`src/rtl/bcb_pkg.sv`:
```
package bcb_pkg;
  localparam int NUM_CMP = 3;
  localparam int SEL_W   = 4;

  // control word layout: bit0 enable, bit1 direction qualify, bit2 read select,
  // bit3 force type, bit4 size qualify, bit5 word select
  typedef struct packed {
    logic sz_word;
    logic sz_en;
    logic frc;
    logic dir_rd;
    logic dir_en;
    logic en;
  } cmp_ctrl_t;

  localparam int CTRL_W = $bits(cmp_ctrl_t);

  typedef enum logic [1:0] {
    MODE_SIMPLE  = 2'd0,
    MODE_INSIDE  = 2'd1,
    MODE_OUTSIDE = 2'd2,
    MODE_ALT     = 2'd3
  } win_mode_e;

  localparam logic [SEL_W-1:0] SEL_A_CTRL = 4'd0;
  localparam logic [SEL_W-1:0] SEL_A_ADDR = 4'd1;
  localparam logic [SEL_W-1:0] SEL_A_DATA = 4'd2;
  localparam logic [SEL_W-1:0] SEL_A_MASK = 4'd3;
  localparam logic [SEL_W-1:0] SEL_B_CTRL = 4'd4;
  localparam logic [SEL_W-1:0] SEL_B_ADDR = 4'd5;
  localparam logic [SEL_W-1:0] SEL_C_CTRL = 4'd6;
  localparam logic [SEL_W-1:0] SEL_C_ADDR = 4'd7;
  localparam logic [SEL_W-1:0] SEL_MODE   = 4'd8;
endpackage

```
`src/rtl/bcb_cfg_regs.sv`:
```
module bcb_cfg_regs
  import bcb_pkg::*;
#(
  parameter int ADDR_W = 18,
  parameter int DATA_W = 16
) (
  input  logic                              clk,
  input  logic                              rst_n,
  input  logic                              cfg_we,
  input  logic [SEL_W-1:0]                  cfg_sel,
  input  logic [ADDR_W-1:0]                 cfg_wdata,
  output cmp_ctrl_t [NUM_CMP-1:0]           ctrl_o,
  output logic [NUM_CMP-1:0][ADDR_W-1:0]    addr_o,
  output logic [DATA_W-1:0]                 data_o,
  output logic [DATA_W-1:0]                 mask_o,
  output win_mode_e                         mode_o
);
  cmp_ctrl_t [NUM_CMP-1:0]        ctrl_q, ctrl_d;
  logic [NUM_CMP-1:0][ADDR_W-1:0] addr_q, addr_d;
  logic [DATA_W-1:0]              data_q, data_d, mask_q, mask_d;
  win_mode_e                      mode_q, mode_d;
  cmp_ctrl_t                      wr_ctrl;

  assign wr_ctrl = cmp_ctrl_t'(cfg_wdata[CTRL_W-1:0]);

  always_comb begin
    ctrl_d = ctrl_q;
    addr_d = addr_q;
    data_d = data_q;
    mask_d = mask_q;
    mode_d = mode_q;
    unique case (cfg_sel)
      SEL_A_CTRL: begin
        ctrl_d[0]         = wr_ctrl;
        ctrl_d[0].sz_en   = 1'b0;
        ctrl_d[0].sz_word = 1'b0;
      end
      SEL_A_ADDR: addr_d[0] = cfg_wdata;
      SEL_A_DATA: data_d    = cfg_wdata[DATA_W-1:0];
      SEL_A_MASK: mask_d    = cfg_wdata[DATA_W-1:0];
      SEL_B_CTRL: ctrl_d[1] = wr_ctrl;
      SEL_B_ADDR: addr_d[1] = cfg_wdata;
      SEL_C_CTRL: begin
        ctrl_d[2]         = wr_ctrl;
        ctrl_d[2].sz_en   = 1'b0;
        ctrl_d[2].sz_word = 1'b0;
      end
      SEL_C_ADDR: addr_d[2] = cfg_wdata;
      SEL_MODE:   mode_d    = win_mode_e'(cfg_wdata[1:0]);
      default: ;
    endcase
  end

  always_ff @(posedge clk or negedge rst_n) begin
    if (!rst_n) begin
      ctrl_q <= '0;
      addr_q <= '0;
      data_q <= '0;
      mask_q <= '0;
      mode_q <= MODE_SIMPLE;
    end else if (cfg_we) begin
      ctrl_q <= ctrl_d;
      addr_q <= addr_d;
      data_q <= data_d;
      mask_q <= mask_d;
      mode_q <= mode_d;
    end
  end

  assign ctrl_o = ctrl_q;
  assign addr_o = addr_q;
  assign data_o = data_q;
  assign mask_o = mask_q;
  assign mode_o = mode_q;
endmodule

```
`src/rtl/bcb_cmp_unit.sv`:
```
module bcb_cmp_unit
  import bcb_pkg::*;
#(
  parameter int ADDR_W   = 18,
  parameter int DATA_W   = 16,
  parameter bit HAS_DATA = 1'b0,
  parameter bit HAS_SIZE = 1'b0
) (
  input  cmp_ctrl_t          ctrl_i,
  input  logic [ADDR_W-1:0]  ref_addr_i,
  input  logic [DATA_W-1:0]  ref_data_i,
  input  logic [DATA_W-1:0]  ref_mask_i,
  input  logic [ADDR_W-1:0]  bus_addr_i,
  input  logic [DATA_W-1:0]  bus_data_i,
  input  logic               bus_rd_i,
  input  logic               bus_word_i,
  output logic               qual_o,
  output logic               addr_eq_o
);
  logic dir_ok, size_ok, data_ok;

  assign dir_ok = !ctrl_i.dir_en || (ctrl_i.dir_rd == bus_rd_i);

  if (HAS_DATA) begin : g_data
    assign data_ok = ((bus_data_i ^ ref_data_i) & ref_mask_i) == '0;
  end else begin : g_nodata
    logic unused_data;
    assign unused_data = ^{ref_data_i, ref_mask_i, bus_data_i};
    assign data_ok     = 1'b1;
  end

  if (HAS_SIZE) begin : g_size
    assign size_ok = !ctrl_i.sz_en || (ctrl_i.sz_word == bus_word_i);
  end else begin : g_nosize
    logic unused_size;
    assign unused_size = ^{ctrl_i.sz_en, ctrl_i.sz_word, bus_word_i};
    assign size_ok     = 1'b1;
  end

  assign qual_o    = ctrl_i.en && dir_ok && size_ok && data_ok;
  assign addr_eq_o = (bus_addr_i == ref_addr_i);
endmodule

```
`src/rtl/bus_cmp_bank.sv`:
```
module bus_cmp_bank
  import bcb_pkg::*;
#(
  parameter int ADDR_W = 18,
  parameter int DATA_W = 16
) (
  input  logic              clk,
  input  logic              rst_n,
  input  logic              cfg_we,
  input  logic [3:0]        cfg_sel,
  input  logic [ADDR_W-1:0] cfg_wdata,
  input  logic              bus_valid,
  input  logic [ADDR_W-1:0] bus_addr,
  input  logic [DATA_W-1:0] bus_data,
  input  logic              bus_rd,
  input  logic              bus_word,
  output logic [2:0]        match_o,
  output logic [2:0]        force_o
);
  cmp_ctrl_t [NUM_CMP-1:0]        ctrl;
  logic [NUM_CMP-1:0][ADDR_W-1:0] caddr;
  logic [DATA_W-1:0]              a_data, a_mask;
  win_mode_e                      cfg_mode;
  logic [NUM_CMP-1:0]             qual, addr_eq, hit_d, kind_d, frc_bits;
  logic [NUM_CMP-1:0]             match_q, force_q;
  logic                           in_win;

  bcb_cfg_regs #(.ADDR_W(ADDR_W), .DATA_W(DATA_W)) u_regs (
    .clk      (clk),
    .rst_n    (rst_n),
    .cfg_we   (cfg_we),
    .cfg_sel  (cfg_sel),
    .cfg_wdata(cfg_wdata),
    .ctrl_o   (ctrl),
    .addr_o   (caddr),
    .data_o   (a_data),
    .mask_o   (a_mask),
    .mode_o   (cfg_mode)
  );

  for (genvar i = 0; i < NUM_CMP; i++) begin : g_cmp
    bcb_cmp_unit #(
      .ADDR_W  (ADDR_W),
      .DATA_W  (DATA_W),
      .HAS_DATA(i == 0),
      .HAS_SIZE(i == 1)
    ) u_unit (
      .ctrl_i    (ctrl[i]),
      .ref_addr_i(caddr[i]),
      .ref_data_i(a_data),
      .ref_mask_i(a_mask),
      .bus_addr_i(bus_addr),
      .bus_data_i(bus_data),
      .bus_rd_i  (bus_rd),
      .bus_word_i(bus_word),
      .qual_o    (qual[i]),
      .addr_eq_o (addr_eq[i])
    );
    assign frc_bits[i] = ctrl[i].frc;
  end

  // window: A holds the low bound, B the high bound, both inclusive
  assign in_win = (bus_addr >= caddr[0]) && (bus_addr <= caddr[1]);

  always_comb begin
    hit_d = qual & addr_eq;
    unique case (cfg_mode)
      MODE_INSIDE: begin
        hit_d[0] = qual[0] && in_win;
        hit_d[1] = 1'b0;
      end
      MODE_OUTSIDE: begin
        hit_d[0] = qual[0] && !in_win;
        hit_d[1] = 1'b0;
      end
      default: ;
    endcase
    if (!bus_valid) hit_d = '0;
    kind_d = hit_d & frc_bits;
  end

  always_ff @(posedge clk or negedge rst_n) begin
    if (!rst_n) begin
      match_q <= '0;
      force_q <= '0;
    end else begin
      match_q <= hit_d;
      force_q <= kind_d;
    end
  end

  assign match_o = match_q;
  assign force_o = force_q;
endmodule

```
`config.mk`:
```
export PLATFORM = sky130hd
export DESIGN_NAME = bus_cmp_bank
export DESIGN_NICKNAME = d
export VERILOG_FILES = /design/src/rtl/bcb_pkg.sv /design/src/rtl/bcb_cfg_regs.sv /design/src/rtl/bcb_cmp_unit.sv /design/src/rtl/bus_cmp_bank.sv
export SDC_FILE = /design/constraint.sdc
export NUM_CORES = 1
export LEC_CHECK = 0
export ABC_AREA = 1
export BUFFER_PORTS_ARGS = -buffer_cell sky130_fd_sc_hd__buf_4
export CAP_MARGIN = 0
export CORE_MARGIN = 5
export CORE_UTILIZATION = 50
export DETAILED_ROUTE_END_ITERATION = 6
export PLACE_DENSITY_LB_ADDON = 0.2
export SKIP_CTS_REPAIR_TIMING = 1
export SYNTH_ARGS = -nofsm -noshare
export SYNTH_HDL_FRONTEND = slang
export SYNTH_SLANG_ARGS = --single-unit
```
`constraint.sdc`:
```
create_clock -name clk -period 1.8 [get_ports clk]
set_input_delay 0.18 -clock clk [delete_from_list [all_inputs] [get_ports clk]]
set_output_delay 0.18 -clock clk [all_outputs]
set_load 0.005 [all_outputs]
```
==> results of run 1 <==
[logic make-up after synthesis]
kind of cell,count (synthesis),share of synthesized area (%)
AOI/OAI and AO/OA,150,14.4
buffers and inverters,113,8.00
DFF,108,48.9
adders and majority gates,37,8.38
and+or+nand+nor,266,19.8
xor gates and xnor gates,3,0.476
[state kept, by name, indices dropped and copies added (netlist names)]
register,count
match_o,3
u_regs.addr_o,54
u_regs.data_o,16
u_regs.mask_o,16
u_regs.ctrl_o,14
force_o,3
u_regs.mode_o,2
[final cells by class]
type / instances / area share (%)
tap: 140 / 2.59
sequential: 108 / 39.9
timing repair buffer: 81 / 9.38
inverter: 97 / 5.38
clock buffer: 10 / 1.88
clock inverter: 6 / 1.39
multi-input combinational: 456 / 39.5
[Yosys cell counts, types with 4 or more instances]
library cell / n
a21oi_1: 27
nand2_1: 177
nor3_1: 4
inv_1: 95
nor2_1: 51
ha_1: 37
buf_2: 8
dfrtp_1: 108
nand4_1: 6
clkbuf_1: 6
nand3_1: 14
or2_2: 4
o22ai_1: 8
o21ai_0: 100
[routing by layer]
layer	share of wire [%]	global-route usage, %
met5	0	0
met4	2.1	6.49
met3	5.4	3.00
met2	49	35.2
met1	43	28.8
[through the flow]
step / total power [uW] / setup TNS [ps]
6_report: 6770 / 0
5_1_grt: 7220 / -46.1
4_1_cts: 6470 / 0
3_5_place_dp: 4820 / 0
3_3_place_gp: 4730 / 0
2_1_floorplan: 4250 / 0
[cells in the final DEF, fill, tap and decap left out, drive strengths merged, types with 6 or more instances in the layout]
cell	instances
o22ai	8
nand2	178
clkbuf	10
inv	99
o21ai	103
nand4	6
nor2	51
dfrtp	108
nor3	7
nand3	14
a21oi	27
buf	80
ha	37
[report_power, final]
part           total (uW)  internal [uW]  switching, uW
sequential           3160           2920            241
combinational        1940            829           1110
clock                1670            798            868
total                6770           4550           2220
[path summary, 6_finish.rpt]
check                                                endpoint                     startpoint  slack [ps]  cells after the start
worst min register to register   u_regs.addr_o[6]$_DFFE_PN0P_   u_regs.addr_o[6]$_DFFE_PN0P_         490                      2
worst min-delay path            u_regs.addr_o[38]$_DFFE_PN0P_                   cfg_wdata[2]          30                      3
worst max-delay path                     force_o[0]$_DFF_PN0_  u_regs.addr_o[10]$_DFFE_PN0P_          90                     11
max in group asynchronous        u_regs.ctrl_o[1]$_DFFE_PN0P_                          rst_n         880                      3
min in group asynchronous       u_regs.addr_o[40]$_DFFE_PN0P_                          rst_n         250                      2
worst max register to register           force_o[0]$_DFF_PN0_  u_regs.addr_o[10]$_DFFE_PN0P_          90                     11
[worst register-to-register path: stages (launching register included)]
cell,delay [ps]
dfrtp_1,360
inv_1,50
ha_1,280
nand2_1,60
nor2_1,130
nand2_2,70
inv_2,70
buf_4,100
a41oi_1,100
nor3_1,240
nand2_2,80
nor2_1,100
==> results.json, run 1 <==
{
  "outcome": "complete, no violations",
  "stdcell_count": 898,
  "antenna_found_initial": 0,
  "clk_latency_ps": 370,
  "avgSynthCellArea_um2": 8.16,
  "multi_input_area_um2": 2670,
  "stdcell_area_um2": 6770,
  "setup_viol": 0,
  "dp.cells": 877,
  "finalCoreUtilization_pct": 62.5,
  "initial_core_util_pct": 51.0,
  "register_area_um2": 2700,
  "worst_slack_ps": 92.3,
  "crit_path_top_delay_cell": "dfrtp_1",
  "cts_num_sinks": 108,
  "whs_ps": 28.5,
  "yosysTopAreaCell": "dfrtp_1",
  "drive_above_1_share_pct": 20.7,
  "rsz0062_at_grt": "yes",
  "grt_pass1_vias": 4451,
  "synth_cells": 677,
  "drt_iter0_drc": 318,
  "clockBufferDepth": 2,
  "synth_top_area_share_pct": 48.9,
  "post_dp_cell_area_um2": 6220,
  "drt-pass1-iter-count": 7,
  "area_growth_pct": 22.6,
  "clkTransAtPathRegs_ps": 110,
  "fin_crit_sh_pct": 94.9,
  "vias": 4717,
  "postRouteAntennaNets": 0,
  "wl_mm": 14.0,
  "synth_warnings": 0,
  "worstPathRequired_ps": 2100,
  "worstPathMaxFanout": 3,
  "holdCritPathClass": "in2reg",
  "die_w_um": 115,
  "grt_max_degree": 65,
  "start_kind": "flop",
  "crit_chain": "inv_1, ha_1, nand2_1, nor2_1, nand2_2, inv_2, buf_4, a41oi_1, nor3_1, nand2_2, nor2_1",
  "dpl.hpwl_mm": 10.1,
  "num_rows": 38,
  "fp.dieH_um": 115,
  "synth_edf_count": 0,
  "drc": 0,
  "fillCellCount": 970,
  "ios": 68,
  "fmax_ghz": 0.586,
  "ir_worst_vdd_mv": 0.478,
  "vias_per_cell": 5.25,
  "yosys-top-cells-area": "dfrtp_1, nand2_1, o21ai_0",
  "synth_seq_cells": 108,
  "syn_area_um2": 5520,
  "core_area_um2": 10800,
  "ctsHtreeMaxLevel": 3,
  "port_buffers": 67,
  "cts-root-buf": "clkbuf_8",
  "grt_first_pass_wirelength_mm": 22.0,
  "yosys_most_used_dff": "dfrtp_1",
  "tightest_slew_ps": 500,
  "powerDensity_nw_per_um2": 999,
  "arrival_ps": 2010,
  "cts_tree": "built",
  "syn_nets": 776,
  "die-area_um2": 13300,
  "maxCapViolations": 0,
  "critPathBufInv": 3,
  "numCtsBuffers": 9,
  "p_leak_uw": 0.00333,
  "wl_per_cell_um": 15.6,
  "grt-ovfl-total": 0,
  "globalplace.congestion": 0.883,
  "criticalPathCategory": "reg2reg",
  "finClkSkew_ps": 16.4,
  "final-hold-violation-count": 0,
  "globalRouteTotalUtil_pct": 21.1,
  "synth-async-reset-ratio_pct": 100,
  "pre_cts_slack_ps": 57.8,
  "finalWorstPathRequiredPeriod_ps": 1710,
  "end_kind": "flop",
  "maxSlewHeadroom_pct": 66.5,
  "maxSlewViolCount": 0,
  "nets": 852,
  "n_antenna_cell": 0,
  "synthDistinctLibCells": 32,
  "max_stage_delay_ps": 360,
  "crit_family": "simple AND/OR/NAND/NOR gates",
  "yosysSeqAreaShare_pct": 48.9
}
Power figures use the tool's default switching activity.
==> run 2: changes to the inputs <==
CORE_UTILIZATION = 54   (was 50)
==> run 2 against run 1 <==
  * Combinational power fell by 6%
  * Count of clock-buffer cells in the layout did not move
  * First-iteration DRC count rose by 21%
  * Total power fell by 4.4%
  * Die area fell by 6.8%
  * Maximum frequency fell by 1.1%
  * Non-clock buffer count did not move
  * Clock power fell by 13%
  * Core utilization rose by 3.0 points
  * Critical path depth rose by 4
  * Setup slack got worse by 20 ps
  * Global-route usage rose by 0.81 points
  * Largest power group unchanged
==> results.json, run 2 (synthesized netlist as in run 1, its figures left out) <==
{
  "cts_tree": "built",
  "vias": 4714,
  "maxSlewViolCount": 0,
  "end_kind": "flop",
  "drc": 0,
  "clk_latency_ps": 370,
  "cts_num_sinks": 108,
  "largest_reg_flops": 54,
  "worstPathMaxFanout": 3,
  "final_common_cell": "nand2_1",
  "met3_usage_pct": 3.66,
  "cts-root-buf": "clkbuf_8",
  "whs_ps": 30.1,
  "finalWorstPathRequiredPeriod_ps": 1730,
  "ir_worst_vdd_mv": 0.566,
  "arrival_ps": 2000,
  "wl_per_cell_um": 15.3,
  "fp.dieH_um": 111,
  "top_usage_layer": "met2",
  "p_leak_uw": 0.00330,
  "postRouteAntennaNets": 0,
  "dpl.hpwl_mm": 9.98,
  "vias_per_cell": 5.27,
  "area_growth_pct": 20.2,
  "initial_core_util_pct": 54.5,
  "clkTransAtPathRegs_ps": 100,
  "final-hold-violation-count": 0,
  "multi_input_area_um2": 2590,
  "drive_above_1_share_pct": 18.9,
  "outcome": "complete, no violations",
  "grt_first_pass_wirelength_mm": 22.0,
  "ctsHtreeMaxLevel": 3,
  "drt_iter0_drc": 385,
  "globalRouteTotalUtil_pct": 22.0,
  "register_area_um2": 2700,
  "drt-pass1-iter-count": 5,
  "setup_viol": 0,
  "num_rows": 37,
  "worstPathRequired_ps": 2070,
  "fillCellCount": 846,
  "maxSlewHeadroom_pct": 65.6,
  "fin_crit_sh_pct": 96.0,
  "port_buffers": 67,
  "grt_max_degree": 70,
  "post_dp_cell_area_um2": 6190,
  "final_cell_mix": "nand2_1, dfrtp_1, o21ai_0",
  "antenna_found_initial": 0,
  "nets": 852,
  "finClkSkew_ps": 14.1,
  "globalplace.congestion": 0.863,
  "ios": 68,
  "stdcell_area_um2": 6640,
  "n_antenna_cell": 0,
  "grt-ovfl-total": 0,
  "wl_mm": 13.7,
  "die-area_um2": 12400,
  "grt_pass1_vias": 4575,
  "finalCoreUtilization_pct": 65.5,
  "grt.met1_usage_pct": 29.6,
  "criticalPathCategory": "reg2reg",
  "core_area_um2": 10100,
  "numCtsBuffers": 9,
  "maxCapViolations": 0,
  "holdCritPathClass": "in2reg",
  "rsz0062_at_grt": "yes",
  "fmax_ghz": 0.579,
  "tightest_slew_ps": 513,
  "powerDensity_nw_per_um2": 974,
  "clockBufferDepth": 2,
  "die_w_um": 111,
  "met2_usage_pct": 36.5,
  "start_kind": "flop",
  "tns_ps": 0
}
==> run 2: cell types whose count changed in the layout (fill, tap and decap cells not counted), sizes merged <==
cell    change
inv         -2
clkinv      +3
bufinv      -1
==> run 2: worst paths after layout <==
| path | start | to | slack (ps) | cells after the start |
|---|---|---|---|---|
| setup reg to reg | u_regs.addr_o[15]$_DFFE_PN0P_ | force_o[0]$_DFF_PN0_ | 70 | 15 |
| hold reg to reg | u_regs.addr_o[11]$_DFFE_PN0P_ | u_regs.addr_o[11]$_DFFE_PN0P_ | 490 | 2 |
| max in group asynchronous | rst_n | u_regs.mask_o[11]$_DFFE_PN0P_ | 1000 | 3 |
| hold / removal | cfg_wdata[2] | u_regs.addr_o[38]$_DFFE_PN0P_ | 30 | 3 |
| min in group asynchronous | rst_n | u_regs.addr_o[38]$_DFFE_PN0P_ | 150 | 2 |
| setup / recovery | u_regs.addr_o[15]$_DFFE_PN0P_ | force_o[0]$_DFF_PN0_ | 70 | 15 |
==> run 2: stage by stage <==
stage / std cells / power, uW / setup slack, ps
global route: 894 / 6940 / -106
CTS: 888 / 6280 / -15.5
global placement: 872 / 4730 / 76.6
detailed placement: 872 / 4820 / 26.3
floorplan: 677 / 4250 / 275
finish: 894 / 6470 / 72.7
==> run 2: area by class of cell <==
type | instances | share of cell area (%)
Sequential cell | 108 | 40.7
Clock inverter | 6 | 0.980
Inverter | 97 | 5.48
Timing Repair Buffer | 81 | 9.38
Tap cell | 136 | 2.56
Clock buffer | 10 | 1.92
Multi-Input combinational cell | 456 | 39.0
==> run 2: critical path: stages (launching register included) <==
cell,delay (ps)
dfrtp_1,390
inv_2,60
ha_4,270
nand2_2,60
nor2_2,110
nand2_1,90
inv_2,80
nand2_1,50
nor2_1,80
nor2_1,40
nand2_1,90
nand2_1,60
nand2_1,50
nand3_1,60
nand2_1,80
nor2_1,50
==> run 2: power breakdown <==
group | internal [uW] | total, uW | leakage (uW) | switching, uW
Sequential | 2920 | 3170 | 0.00133 | 246
Clock | 645 | 1460 | 0.0000962 | 820
Combinational | 791 | 1830 | 0.00187 | 1040
Total | 4360 | 6470 | 0.00330 | 2110
==> run 2: layer usage <==
layer	wire, um	part of all wire, %
met4	353	2.6
met1	5950	43
met5	0	0
met3	720	5.3
met2	6670	49
